File: config.mk
export PLATFORM = sky130hd
export DESIGN_NAME = xgtx_idle_conv
export DESIGN_NICKNAME = d
export VERILOG_FILES = /design/src/rtl/xgtx_pkg.sv /design/src/rtl/xgtx_lane_map.sv /design/src/rtl/xgtx_term_scan.sv /design/src/rtl/xgtx_rate_ctl.sv /design/src/rtl/xgtx_idle_conv.sv
export SDC_FILE = /design/constraint.sdc
export NUM_CORES = 1
export LEC_CHECK = 0
export BUFFER_PORTS_ARGS = -buffer_cell sky130_fd_sc_hd__buf_4
export CORE_MARGIN = 2
export CORE_UTILIZATION = 43
export DETAILED_ROUTE_END_ITERATION = 16
export PLACE_DENSITY = 0.78
export SLEW_MARGIN = 20
export SYNTH_ARGS = -nofsm -noshare
export SYNTH_HDL_FRONTEND = slang
export SYNTH_SLANG_ARGS = --single-unit
export TNS_END_PERCENT = 30
File: constraint.sdc
create_clock -name clk_i -period 1.4 [get_ports clk_i]
set_input_delay 0.07 -clock clk_i [delete_from_list [all_inputs] [get_ports clk_i]]
set_output_delay 0.07 -clock clk_i [all_outputs]
set_load 0.01 [all_outputs]
File: src/rtl/xgtx_pkg.sv
package xgtx_pkg;
  localparam logic [7:0] XG_IDLE  = 8'h07;
  localparam logic [7:0] XG_START = 8'hFB;
  localparam logic [7:0] XG_TERM  = 8'hFD;
  localparam logic [7:0] LC_R     = 8'h1C;
  localparam logic [7:0] LC_K     = 8'hBC;
  localparam logic [7:0] LC_E     = 8'hFE;

  function automatic logic is_kchar(input logic [7:0] b);
    case (b)
      8'h1C, 8'h3C, 8'h5C, 8'h7C, 8'h9C, 8'hBC, 8'hDC, 8'hFC,
      8'hF7, 8'hFB, 8'hFD, 8'hFE: is_kchar = 1'b1;
      default:                    is_kchar = 1'b0;
    endcase
  endfunction
endpackage

File: src/rtl/xgtx_lane_map.sv
module xgtx_lane_map
  import xgtx_pkg::*;
#(
  parameter bit FIRST = 1'b0
) (
  input  logic [7:0] byte_i,
  input  logic       ctrl_i,
  input  logic       gap_i,
  input  logic       after_term_i,
  output logic [7:0] byte_o,
  output logic       k_o,
  output logic       is_term_o,
  output logic       is_idle_o,
  output logic       is_start_o
);
  assign is_term_o  = ctrl_i && (byte_i == XG_TERM);
  assign is_idle_o  = ctrl_i && (byte_i == XG_IDLE);
  assign is_start_o = ctrl_i && (byte_i == XG_START);

  always_comb begin
    k_o    = ctrl_i;
    byte_o = byte_i;
    if (ctrl_i) begin
      if (byte_i == XG_IDLE) begin
        byte_o = after_term_i ? LC_K : LC_R;
      end else if (byte_i == XG_START) begin
        // start only valid in lane 0 and only from the gap
        byte_o = (FIRST && gap_i) ? XG_START : LC_E;
      end else if (!is_kchar(byte_i)) begin
        byte_o = LC_E;
      end
    end
  end
endmodule

File: src/rtl/xgtx_term_scan.sv
module xgtx_term_scan #(
  parameter int LANES = 4
) (
  input  logic [LANES-1:0] is_term_i,
  output logic [LANES-1:0] after_term_o,
  output logic             any_term_o
);
  logic [LANES:0] seen;
  assign seen[0] = 1'b0;
  for (genvar i = 0; i < LANES; i++) begin : g_scan
    assign after_term_o[i] = seen[i];
    assign seen[i+1]       = seen[i] | is_term_i[i];
  end
  assign any_term_o = seen[LANES];
endmodule

File: src/rtl/xgtx_rate_ctl.sv
module xgtx_rate_ctl (
  input  logic clk_i,
  input  logic rst_ni,
  input  logic ins_req_i,
  input  logic drop_req_i,
  input  logic all_idle_i,
  input  logic any_term_i,
  input  logic start0_i,
  output logic gap_o,
  output logic ins_take_o,
  output logic drop_take_o
);
  logic in_pkt_q, in_pkt_d;

  assign gap_o       = !in_pkt_q;
  assign ins_take_o  = ins_req_i && gap_o;
  assign drop_take_o = !ins_req_i && drop_req_i && gap_o && all_idle_i;

  always_comb begin
    in_pkt_d = in_pkt_q;
    if (!ins_take_o && !drop_take_o) begin
      if (any_term_i)              in_pkt_d = 1'b0;
      else if (start0_i && gap_o)  in_pkt_d = 1'b1;
    end
  end

  always_ff @(posedge clk_i or negedge rst_ni) begin
    if (!rst_ni) in_pkt_q <= 1'b0;
    else         in_pkt_q <= in_pkt_d;
  end
endmodule

File: src/rtl/xgtx_idle_conv.sv
module xgtx_idle_conv
  import xgtx_pkg::*;
#(
  parameter int LANES = 4,
  localparam int DW = LANES * 8
) (
  input  logic             clk_i,
  input  logic             rst_ni,
  input  logic [DW-1:0]    txd_i,
  input  logic [LANES-1:0] txc_i,
  input  logic             ins_req_i,
  input  logic             drop_req_i,
  output logic [DW-1:0]    dat_o,
  output logic [LANES-1:0] kflag_o,
  output logic             vld_o
);
  logic [DW-1:0]    map_dat;
  logic [LANES-1:0] map_k, is_term, is_idle, is_start, after_term;
  logic             any_term, gap, ins_take, drop_take;

  for (genvar i = 0; i < LANES; i++) begin : g_lane
    xgtx_lane_map #(.FIRST(i == 0)) u_map (
      .byte_i      (txd_i[8*i +: 8]),
      .ctrl_i      (txc_i[i]),
      .gap_i       (gap),
      .after_term_i(after_term[i]),
      .byte_o      (map_dat[8*i +: 8]),
      .k_o         (map_k[i]),
      .is_term_o   (is_term[i]),
      .is_idle_o   (is_idle[i]),
      .is_start_o  (is_start[i])
    );
  end

  xgtx_term_scan #(.LANES(LANES)) u_scan (
    .is_term_i   (is_term),
    .after_term_o(after_term),
    .any_term_o  (any_term)
  );

  xgtx_rate_ctl u_rate (
    .clk_i      (clk_i),
    .rst_ni     (rst_ni),
    .ins_req_i  (ins_req_i),
    .drop_req_i (drop_req_i),
    .all_idle_i (&is_idle),
    .any_term_i (any_term),
    .start0_i   (is_start[0]),
    .gap_o      (gap),
    .ins_take_o (ins_take),
    .drop_take_o(drop_take)
  );

  always_ff @(posedge clk_i or negedge rst_ni) begin
    if (!rst_ni) begin
      dat_o   <= '0;
      kflag_o <= '0;
      vld_o   <= 1'b0;
    end else if (ins_take) begin
      dat_o   <= {LANES{LC_R}};
      kflag_o <= '1;
      vld_o   <= 1'b1;
    end else begin
      dat_o   <= map_dat;
      kflag_o <= map_k;
      vld_o   <= !drop_take;
    end
  end
endmodule

Word-level counts from Yosys, hierarchy flattened --
Index checks and enable logic that the tools add are counted. Widths: inputs -> output; s select.
Word-level totals: logic and storage cells 126, flip-flop bits (word level) 38
Cells by class: equal/unequal tests 52, bitwise logic cells 3, muxes and demuxes 41, reductions and logical operators 26
Operator list (count):
- $eq 8x8->1 const B | 32
- $mux 8 | 19
- $eq 8x7->1 const B | 8
- $reduce_or 12->1 | 4
- $eq 8x3->1 const B | 4
- $eq 8x5->1 const B | 4
- $eq 8x6->1 const B | 4
- $mux 32 | 1
- $mux 1 | 19
- $logic_and 1x1->1 | 15
- $logic_not 1->1 | 4
- $mux 4 | 1
- $reduce_and 4->1 | 1
- $mux 3 | 1
- $or 1x1->1 | 3
- $reduce_and 2->1 | 1
- $reduce_bool 2->1 | 1

Depth between registers and ports, before layout --
Gate-level depths: netlist of the first run.
word-level depth 11, gate-level depth with buffers 5

Cells and area by module --
From an unflattened synthesis of the first run, not the netlist that was laid out.
Second synthesis, totals: cells, all modules 223, area, all modules 2135.8 µm²
By module, submodules not included:
- xgtx_idle_conv | area an instance 1202.4 µm², seq. area each 925.9 µm², times used 1, cells an instance 78
- xgtx_lane_map (g_lane[1].u_map ...) | area an instance 209.0 µm², seq. area each 0.0 µm², times used 3, cells an instance 32
- xgtx_lane_map (g_lane[0].u_map) | area an instance 212.7 µm², seq. area each 0.0 µm², times used 1, cells an instance 35
- xgtx_rate_ctl | area an instance 55.1 µm², seq. area each 25.0 µm², times used 1, cells an instance 8
- xgtx_term_scan | area an instance 38.8 µm², seq. area each 0.0 µm², times used 1, cells an instance 6

Least setup slack after synthesis of the first run --
No wires, ideal clock.
path kind input to register, start point input txd_i[20], end point register vld_o, slack -303 ps, data required time 1262 ps, cell stages on the path 3, data arrival time 1564 ps, path buffers 0, cells stage by stage or4_1 -> or4_4 -> or4b_1
On the way: word-level cells in the longest chain between the ends 6
Ends and longest elaborated chain:
- start: declaration | RTL line xgtx_idle_conv.sv:9 | input logic [DW-1:0] txd_i,
- $eq 8x3->1 | RTL line xgtx_lane_map.sv:17 | assign is_idle_o = ctrl_i && (byte_i == XG_IDLE);
- $logic_and 1x1->1 | RTL line xgtx_lane_map.sv:17
- $reduce_and 4->1 | RTL line xgtx_idle_conv.sv:46 | .all_idle_i (&is_idle),
- $logic_and 1x1->1 | RTL line xgtx_rate_ctl.sv:17 | assign drop_take_o = !ins_req_i && drop_req_i && gap_o && all_idle_i;
- $logic_not 1->1 | RTL line xgtx_idle_conv.sv:66 | vld_o <= !drop_take;
- $mux 1 | RTL line xgtx_idle_conv.sv:59 | end else if (ins_take) begin
- end signal: assignment | RTL line xgtx_idle_conv.sv:66
- end: declaration | RTL line xgtx_idle_conv.sv:15 | output logic vld_o
Every way passes these cells. A chain may end at the register's enable or synchronous reset.

Worst setup path after layout of the first run --
start point input txd_i[23], end point register vld_o
Same word-level chain as after synthesis.

==> flow_summary.yaml, run 1 <==
run_status:
  status: "complete, but fails checks"
  violations: "setup timing"
global_route:
  use_met3: 0.0499
  grt.met1_usage: 0.253
  grt_util_met2: 0.404
  grt_pass1_vias: 2080
  antenna_found_initial: 0
  gr-usage-all-layers: 0.225
  busiest_layer: "met2"
  grt_overflow: 0
  grt_max_degree: 39
  grt_pass1_wl_mm: 8.92
detailed_routing:
  drt_pass1_iterations: 4
  first_iter_violations: 130
  wire_per_inst_um: 15.0
  totalWireLength_mm: 5.46
  vias: 2035
  drc_errors: 0
  viasPerCell: 5.58
  ant_nets: 0
critical_path:
  crit_path_frequent_cell: "or4_4"
  crit_fanout: 2
  reg2reg_depth: 4
  crit_path_max_incr_delay_ps: 520
  arrival_ps: 1590
  crit_required_ps: 1550
  regToRegSetupSlack_ps: 0
  r2r_end: "vld_o"
  path_class: "primary input to register"
  cp_cell_sequence: "buf_6 > or4_4 > or4_4 > or4b_1"
  critPathLaunch: "txd_i[23]"
  cp-start-kind: "primary input"
  crit_end: "vld_o"
  worstSetupEndpointType: "register"
  r2r_start: "u_rate.in_pkt_q"
  critical_path.slowest_cell: "or4_4"
sta:
  report.final.slew_viol_count: 0
  slew_headroom: 0.617
  final.period_utilization: 1.02
  tightest_slew_ps: 570
  rsz0062_at_grt: "yes"
  max_freq_mhz: 698
  setup_viol: 3
  clock-skew-final_ps: 3.39
  min_period_ps: 1430
  hold_viol: 0
  setup_ws_ps: -32.9
layout:
  multi_input_area_um2: 910
  drive_gt1_frac: 0.419
  area_growth_pct: 53.0
  diodes: 0
  nNetsFinal: 353
  ff_latch_area_um2: 951
  fillCellCount: 353
  final_cell_area_mm2: 0.00293
die:
  start_util: 0.444
  io_pins: 77
  row_count: 24
  die_x_um: 70.8
  die-area_mm2: 0.00501
  fp.coreArea_mm2: 0.00432
  die_y_um: 70.8
cts:
  cts.htree.levels: 2
  root_buffer: "clkbuf_8"
  cts_tree: "done"
  clock_latency_ps: 280
  clock_sinks: 38
  cts_made_buffers: 5
  cts.path.max_buffers: 2
  clkTransAtPathRegs_ps: 70
  cts_setup_buffers: 0
synthesis:
  ys_warn_count: 0
  synthArstFlopShare: 1.00
  synth_top_cell_by_area: "dfrtp_1"
  ys_seq_elements: 38
  synth_cells: 198
  postSynthAreaPerCell_um2: 9.69
  yosysSeqAreaShare: 0.496
  yosysMostFrequentCell: "dfrtp_1"
  synthTopCellsByCount: "dfrtp_1, nand2_1, inv_1"
  ys.flop_type: "dfrtp_1"
  synth.distinct_cells: 42
  syn_area_mm2: 0.00192
  syn_nets: 238
  synth_top_area_frac: 0.496
  synthTopCellsByArea: "dfrtp_1, nand2_1, inv_1"
  synth_edf_count: 0
placement:
  io_buffers: 76
  routabilityCongestion: 0.859
  dpl_worst_slack_ps: -466
  hpwl_mm: 4.21
  post_dp_cell_area_mm2: 0.00281
pwr:
  p_leak_nw: 1.34
  vdd_ir_drop_max_uv: 388
  powerDensity_mw_per_mm2: 831
worst_hold_path:
  hold_class: "primary input to register"
flow_run:
  maxCapViolations: 0
[layer usage]
layer	routed length (µm)	vias to the layer above
met1	2150	971
met3	315	18
met4	155	0
met5	0	-
met2	2840	76
li1	-	970
[where the power goes]
group,total [W],switching (W),internal (W)
sequential,0.00117,0.0000175,0.00115
clock,0.000700,0.000366,0.000334
combinational,0.000566,0.000273,0.000293
total,0.00244,0.000657,0.00178
[how the worst min path moves through the flow]
stage	cells past startpoint	end	from	slack, ps
after floorplan	0	dat_o[0]	rst_ni	-230
after global placement	1	dat_o[3]	rst_ni	50
after detailed placement	1	dat_o[6]	rst_ni	70
after CTS	2	dat_o[10]	txd_i[10]	20
after global routing	2	dat_o[10]	txd_i[10]	20
final	2	dat_o[10]	txd_i[10]	30
[cells by family (layout without fill, tap and decap cells)]
kind of cell | after synthesis | count (layout) | synth area share
AND/OR/NAND/NOR | 84 | 84 | 0.251
AO/OA/AOI/OAI | 44 | 44 | 0.159
flip-flops | 38 | 38 | 0.496
buffers and inverters | 22 | 137 | 0.0431
XOR/XNOR | 4 | 4 | 0.0183
multiplexers | 4 | 4 | 0.0228
adder cells (fa/ha/maj) | 2 | 2 | 0.0104
[cell type report]
cell class              instances  area share
clock buffers                   5      0.0235
multi-input cells             138       0.310
repair buffers                115       0.298
inverters                      15      0.0192
flip-flops and latches         38       0.324
well taps                      52      0.0222
clock inverters                 2     0.00341
[per-stage QoR]
step	cells	hold slack, ps	TNS (ps)	util	power, W
finish	365	25.7	-85.5	0.679	0.00244
global route	365	17.4	-130	0.679	0.00256
CTS	365	16.5	-15.3	0.676	0.00246
detailed placement	357	68.2	-2140	0.650	0.00175
global placement	357	50.6	-1860	0.650	0.00173
floorplan	198	-226	-524	-	0.00139
[sequential cells by signal, indices dropped and copies added, names as in the netlist]
register,count
u_rate.in_pkt_q,1
kflag_o,4
dat_o,32
vld_o,1
[what timing repair did]
action,CTS,global route
endpoints found under the setup margin,3,10
hold endpoints to repair,38,0
pin swaps,3,0
resized for setup,5,3
gates cloned,0,0
hold buffers,1,0
[worst max-delay path: cells and delay by family]
family,cells,cell delay [ps]
buf+inv,1,90
simple gates,3,1420
[layout by cell type, fill, tap and decap left out, drive strengths merged, types with 6 or more instances in the layout]
cell | Yosys | final
a21oi | 8 | 8
nor2 | 11 | 11
nand2b | 6 | 6
nand2 | 16 | 16
nor3 | 6 | 6
nand3 | 8 | 8
inv | 15 | 15
or3 | 8 | 8
buf | 0 | 114
dfrtp | 38 | 38
a31oi | 8 | 8
Note: power is estimated with default switching activity, not from simulation.
==> run 2, diff against run 1 <==
--- a/config.mk
+++ b/config.mk
@@ -5,9 +5,10 @@
 export SDC_FILE = /design/constraint.sdc
 export NUM_CORES = 1
 export LEC_CHECK = 0
+export ABC_AREA = 1
 export BUFFER_PORTS_ARGS = -buffer_cell sky130_fd_sc_hd__buf_4
 export CORE_MARGIN = 2
-export CORE_UTILIZATION = 43
+export CORE_UTILIZATION = 44
 export DETAILED_ROUTE_END_ITERATION = 16
 export PLACE_DENSITY = 0.78
 export SLEW_MARGIN = 20
==> flow_summary.yaml, run 2 <==
die:
  die_y_um: 72.7
  die-area_mm2: 0.00528
  row_count: 24
  die_x_um: 72.7
  start_util: 0.467
  fp.coreArea_mm2: 0.00444
  io_pins: 77
pwr:
  p_sw_frac: 0.292
  vdd_ir_drop_max_uv: 387
  combPwrFrac: 0.258
  power_frac_seq: 0.456
  powerDensity_mw_per_mm2: 951
  p_leak_nw: 1.47
  p_sw_w: 0.000788
  pwr-share-clk: 0.287
  p_int_w: 0.00191
sta:
  rsz0062_at_grt: "no"
  setup_viol: 0
  tightest_slew_ps: 471
  min_period_ps: 1270
  hold_viol: 0
  final.period_utilization: 0.906
  report.final.slew_viol_count: 0
  max_freq_mhz: 789
  clock-skew-final_ps: 3.61
  tns_ps: 0
  slew_headroom: 0.686
critical_path:
  crit_required_ps: 1610
  cp_cell_sequence: "dlygate4sd3_1 > buf_4 > nand2_1 > nor2_2 > nand3_1 > nand3_1 > o21ai_0 > o21ai_1"
  path_class: "primary input to register"
  worstSetupEndpointType: "register"
  critical_path.slowest_cell: "dlygate4sd3_1"
  arrival_ps: 1480
  crit_fanout: 3
  crit_path_max_incr_delay_ps: 560
  crit_path_frequent_cell: "nand3_1"
  cp-start-kind: "primary input"
global_route:
  grt_pass1_wl_mm: 8.14
  busiest_layer: "met2"
  grt_util_met2: 0.335
  antenna_found_initial: 0
  use_met3: 0.0456
  grt_overflow: 0
  gr-usage-all-layers: 0.197
  grt_pass1_vias: 1928
  grt_max_degree: 39
  grt.met1_usage: 0.239
cts:
  clock_latency_ps: 290
  clock_sinks: 38
  cts.path.max_buffers: 2
  clkTransAtPathRegs_ps: 70
  cts.htree.levels: 2
  root_buffer: "clkbuf_8"
  cts_tree: "done"
  cts_resized: 0
  cts_made_buffers: 5
synthesis:
  ys_warn_count: 0
  synthTopCellsByArea: "dfrtp_1, nand2_1, nor2_1"
  ys_seq_elements: 38
  synth_top_cell_by_area: "dfrtp_1"
  synth_edf_count: 0
  ys.flop_type: "dfrtp_1"
  yosysSeqAreaShare: 0.458
  synth.distinct_cells: 23
  postSynthAreaPerCell_um2: 7.49
  synthArstFlopShare: 1.00
  yosysMostFrequentCell: "nand2_1"
  synthTopCellsByCount: "nand2_1, nor2_1, inv_1"
  syn_nets: 317
  synth_cells: 277
  synth_top_area_frac: 0.458
  syn_area_mm2: 0.00207
layout:
  final_common_cell: "buf_4"
  fillCellCount: 409
  area_growth_pct: 36.8
  largest_reg_flops: 32
  drive_gt1_frac: 0.318
  final_cell_area_mm2: 0.00284
  final_cell_mix: "buf_4, nand2_1, nor2_1"
  diodes: 0
  regMostFlops: "dat_o"
  fin_cells: 417
  post-route-util: 0.639
  top_regs: "dat_o x32, kflag_o x4"
  nNetsFinal: 404
placement:
  io_buffers: 76
  post_dp_cell_area_mm2: 0.00269
  routabilityCongestion: 0.853
  dp.cells: 403
  hpwl_mm: 3.78
worst_hold_path:
  hold_class: "primary input to register"
run_status:
  status: "finished clean"
detailed_routing:
  totalWireLength_mm: 4.98
  ant_nets: 0
  first_iter_violations: 186
  vias: 2083
  drc_errors: 0
  drt_pass1_iterations: 4
  wire_per_inst_um: 11.9
  viasPerCell: 5.00
flow_run:
  maxCapViolations: 0
[run 2: cell types whose count changed after synthesis, sizes merged, moves of 6 or more]
cell and delta:
a31oi -8, o21ai +20, nor2 +44, nand3 +16
clkbuf -7, or3 -8, nand2 +46, inv +30
nand2b -6
[run 2: cell type report]
type	count	area, µm²	share of cell area
multi-input combinational	192	938	0.331
tap	52	65.1	0.0229
clock inverter	1	5.00	0.00176
clock buffer	7	86.3	0.0304
inverter	45	169	0.0595
timing repair buffer	82	623	0.220
sequential	38	951	0.335
[run 2: worst max-delay path: cells and delay by family]
| kind | cells | cell delay, ps |
|---|---|---|
| buffers and inverters | 2 | 690 |
| AND/OR/NAND/NOR | 4 | 490 |
| AO/OA/AOI/OAI | 2 | 240 |
[run 2: final timing paths]
kind / slack (ps) / cells past startpoint / start / to
max in group asynchronous: 790 / 2 / rst_ni / dat_o[28]
min in group asynchronous: 280 / 2 / rst_ni / dat_o[10]
max: 130 / 8 / txd_i[12] / dat_o[23]
max reg2reg: 180 / 7 / u_rate.in_pkt_q / dat_o[19]
min: 5 / 2 / txd_i[18] / dat_o[18]
min reg2reg: 570 / 2 / u_rate.in_pkt_q / dat_o[2]
[run 2: logic make-up (layout without fill, tap and decap cells)]
family,after synthesis,after routing,synth area share
compound gates,37,37,0.0953
buf+inv,47,135,0.0893
flops,38,38,0.458
simple gates,155,155,0.357
[run 2: timing repair]
action	CTS	global route
buffers inserted	0	3
setup endpoints to repair	0	3
hold buffers	3	0
endpoints found under the hold margin	40	0
[run 2: power by group through the flow]
| stage | Clock [W] | Sequential, W | Combinational [W] |
|---|---|---|---|
| after CTS | 0.000790 | 0.00123 | 0.000681 |
| after global placement | 0 | 0.00125 | 0.000659 |
| after global routing | 0.000839 | 0.00124 | 0.000771 |
| after detailed placement | 0 | 0.00125 | 0.000671 |
| final | 0.000773 | 0.00123 | 0.000695 |
| after floorplan | 0 | 0.00130 | 0.000270 |
[run 2: metal layers]
metal  vias up  share of wire
met1       949           0.44
met2        78           0.48
met3         8          0.066
li1       1048              -
met5         -              0
met4         0          0.016
[run 2: stage by stage]
step / worst slack (ps) / power (W) / hold slack (ps)
final: 132 / 0.00270 / 4.85
after global placement: 145 / 0.00191 / 55.5
after detailed placement: 89.5 / 0.00192 / 63.9
after CTS: 67.6 / 0.00270 / 2.04
after floorplan: 306 / 0.00157 / -226
after global routing: 22.4 / 0.00285 / 15.5
==> run 3, diff against run 2 <==
--- a/config.mk
+++ b/config.mk
@@ -8,11 +8,12 @@
 export ABC_AREA = 1
 export BUFFER_PORTS_ARGS = -buffer_cell sky130_fd_sc_hd__buf_4
 export CORE_MARGIN = 2
-export CORE_UTILIZATION = 44
+export CORE_UTILIZATION = 46
 export DETAILED_ROUTE_END_ITERATION = 16
-export PLACE_DENSITY = 0.78
+export PLACE_DENSITY = 0.79
 export SLEW_MARGIN = 20
 export SYNTH_ARGS = -nofsm -noshare
 export SYNTH_HDL_FRONTEND = slang
+export SYNTH_HIERARCHICAL = 1
 export SYNTH_SLANG_ARGS = --single-unit
 export TNS_END_PERCENT = 30
==> flow_summary.yaml, run 3 <==
run_status:
  status: "finished clean"
pwr:
  vdd_ir_drop_max_uv: 461
  power_frac_seq: 0.414
  p_sw_frac: 0.239
  p_sw_w: 0.000677
  p_leak_nw: 1.69
  pwr-share-clk: 0.401
  powerDensity_mw_per_mm2: 875
  p_int_w: 0.00216
  combPwrFrac: 0.185
layout:
  diodes: 0
  final_cell_mix: "buf_4, inv_1, nor2_1"
  fillCellCount: 449
  regMostFlops: "dat_o"
  multi_input_area_mm2: 0.00111
  final_common_cell: "buf_4"
  area_growth_pct: 36.0
  drive_gt1_frac: 0.393
  ff_latch_area_um2: 951
  fin_cells: 472
  nNetsFinal: 441
  final_cell_area_mm2: 0.00324
  top_regs: "dat_o x32, kflag_o x4"
  largest_reg_flops: 32
flow_run:
  maxCapViolations: 0
worst_hold_path:
  min_path_cells: 2
  hold_class: "primary input to register"
  worstHoldEndpoint: "kflag_o[3]"
  min-delay-start: "txc_i[3]"
detailed_routing:
  vias: 2262
  first_iter_violations: 83
  totalWireLength_mm: 5.32
  drt_pass1_iterations: 5
  viasPerCell: 4.79
  drc_errors: 0
  ant_nets: 0
  wire_per_inst_um: 11.3
synthesis:
  ys_warn_count: 6
  synth_cells: 313
  syn_nets: 353
  syn_area_mm2: 0.00238
  postSynthAreaPerCell_um2: 7.60
sta:
  hold_viol: 0
  rsz0062_at_grt: "no"
  final.period_utilization: 0.843
  max_freq_mhz: 847
  setup_ws_ps: 220
  setup_viol: 0
  min_period_ps: 1180
  report.final.slew_viol_count: 0
  tns_ps: 0
  clock-skew-final_ps: 5.25
cts:
  clkTransAtPathRegs_ps: 70
  cts_tree: "done"
  cts.path.max_buffers: 2
  root_buffer: "clkbuf_8"
  cts.htree.levels: 2
  cts_made_buffers: 5
  cts_setup_buffers: 0
  clock_latency_ps: 290
  clock_sinks: 38
critical_path:
  crit_fanout: 9
  crit_required_ps: 1570
  path_class: "primary input to register"
  r2r_start: "u_rate/in_pkt_q"
  arrival_ps: 1350
  regToRegSetupSlack_ps: 220
  reg2reg_depth: 5
  worstSetupEndpointType: "register"
  cp-start-kind: "primary input"
  r2r_end: "dat_o[2]"
die:
  row_count: 26
  die_y_um: 75.9
  io_pins: 77
  die-area_mm2: 0.00576
  die_x_um: 75.9
  start_util: 0.472
  fp.coreArea_mm2: 0.00504
global_route:
  grt_overflow: 0
  grt_max_degree: 39
  antenna_found_initial: 0
  gr-usage-all-layers: 0.191
  grt_pass1_vias: 2164
  grt_pass1_wl_mm: 9.09
placement:
  routabilityCongestion: 0.877
  post_dp_cell_area_mm2: 0.00307
  hpwl_mm: 4.14
  dpl_worst_slack_ps: 38.9
  io_buffers: 76
  dp.cells: 462
-- run 3: cell type report --
class / instances / area share
Multi-Input combinational cell: 200 / 0.343
Sequential cell: 38 / 0.294
Timing Repair Buffer: 91 / 0.217
Inverter: 65 / 0.0754
Tap cell: 70 / 0.0271
Clock buffer: 6 / 0.0255
Clock inverter: 2 / 0.0186
-- run 3: routing by layer --
metal / vias up / GRT usage / part of all wire
li1: 1125 / - / -
met1: 1038 / 0.222 / 0.40
met2: 82 / 0.332 / 0.50
met3: 17 / 0.0417 / 0.068
met4: 0 / 0.0964 / 0.029
met5: - / 0 / 0
-- run 3: timing repair --
item,CTS,global route
gates resized for setup,0,0
hold buffers,2,0
endpoints found under the hold margin,39,0
-- run 3: worst max path at each step --
stage / from / end / slack, ps / cells after the start
3_3_place_gp: txd_i[6] / dat_o[21] / 90 / 12
6_report: ins_req_i / dat_o[4] / 220 / 6
4_1_cts: u_rate/in_pkt_q / dat_o[2] / 210 / 5
3_5_place_dp: txd_i[6] / dat_o[21] / 40 / 12
5_1_grt: u_rate/in_pkt_q / dat_o[2] / 160 / 5
2_1_floorplan: txd_i[6] / dat_o[13] / 250 / 9
-- run 3: critical path, stage by stage --
cell and delay [ps]:
dlygate4sd3_1 540, buf_4 140, inv_2 70, nor2_2 60
buf_4 170, or2_2 290
-- run 3: power groups by stage --
stage,logic (W),registers [W],clock network (W)
6_report,0.000524,0.00117,0.00114
5_1_grt,0.000580,0.00118,0.00120
4_1_cts,0.000527,0.00117,0.00116
3_5_place_dp,0.000519,0.00119,0
3_3_place_gp,0.000510,0.00119,0
2_1_floorplan,0.000217,0.00122,0
-- run 3: stage by stage --
step                hold WS (ps)  total power, W   util
floorplan                   -226         0.00144      -
global placement            59.9         0.00170  0.609
detailed placement          64.7         0.00171  0.609
CTS                         4.61         0.00286  0.642
global route                7.53         0.00296  0.642
finish                      14.9         0.00283  0.642
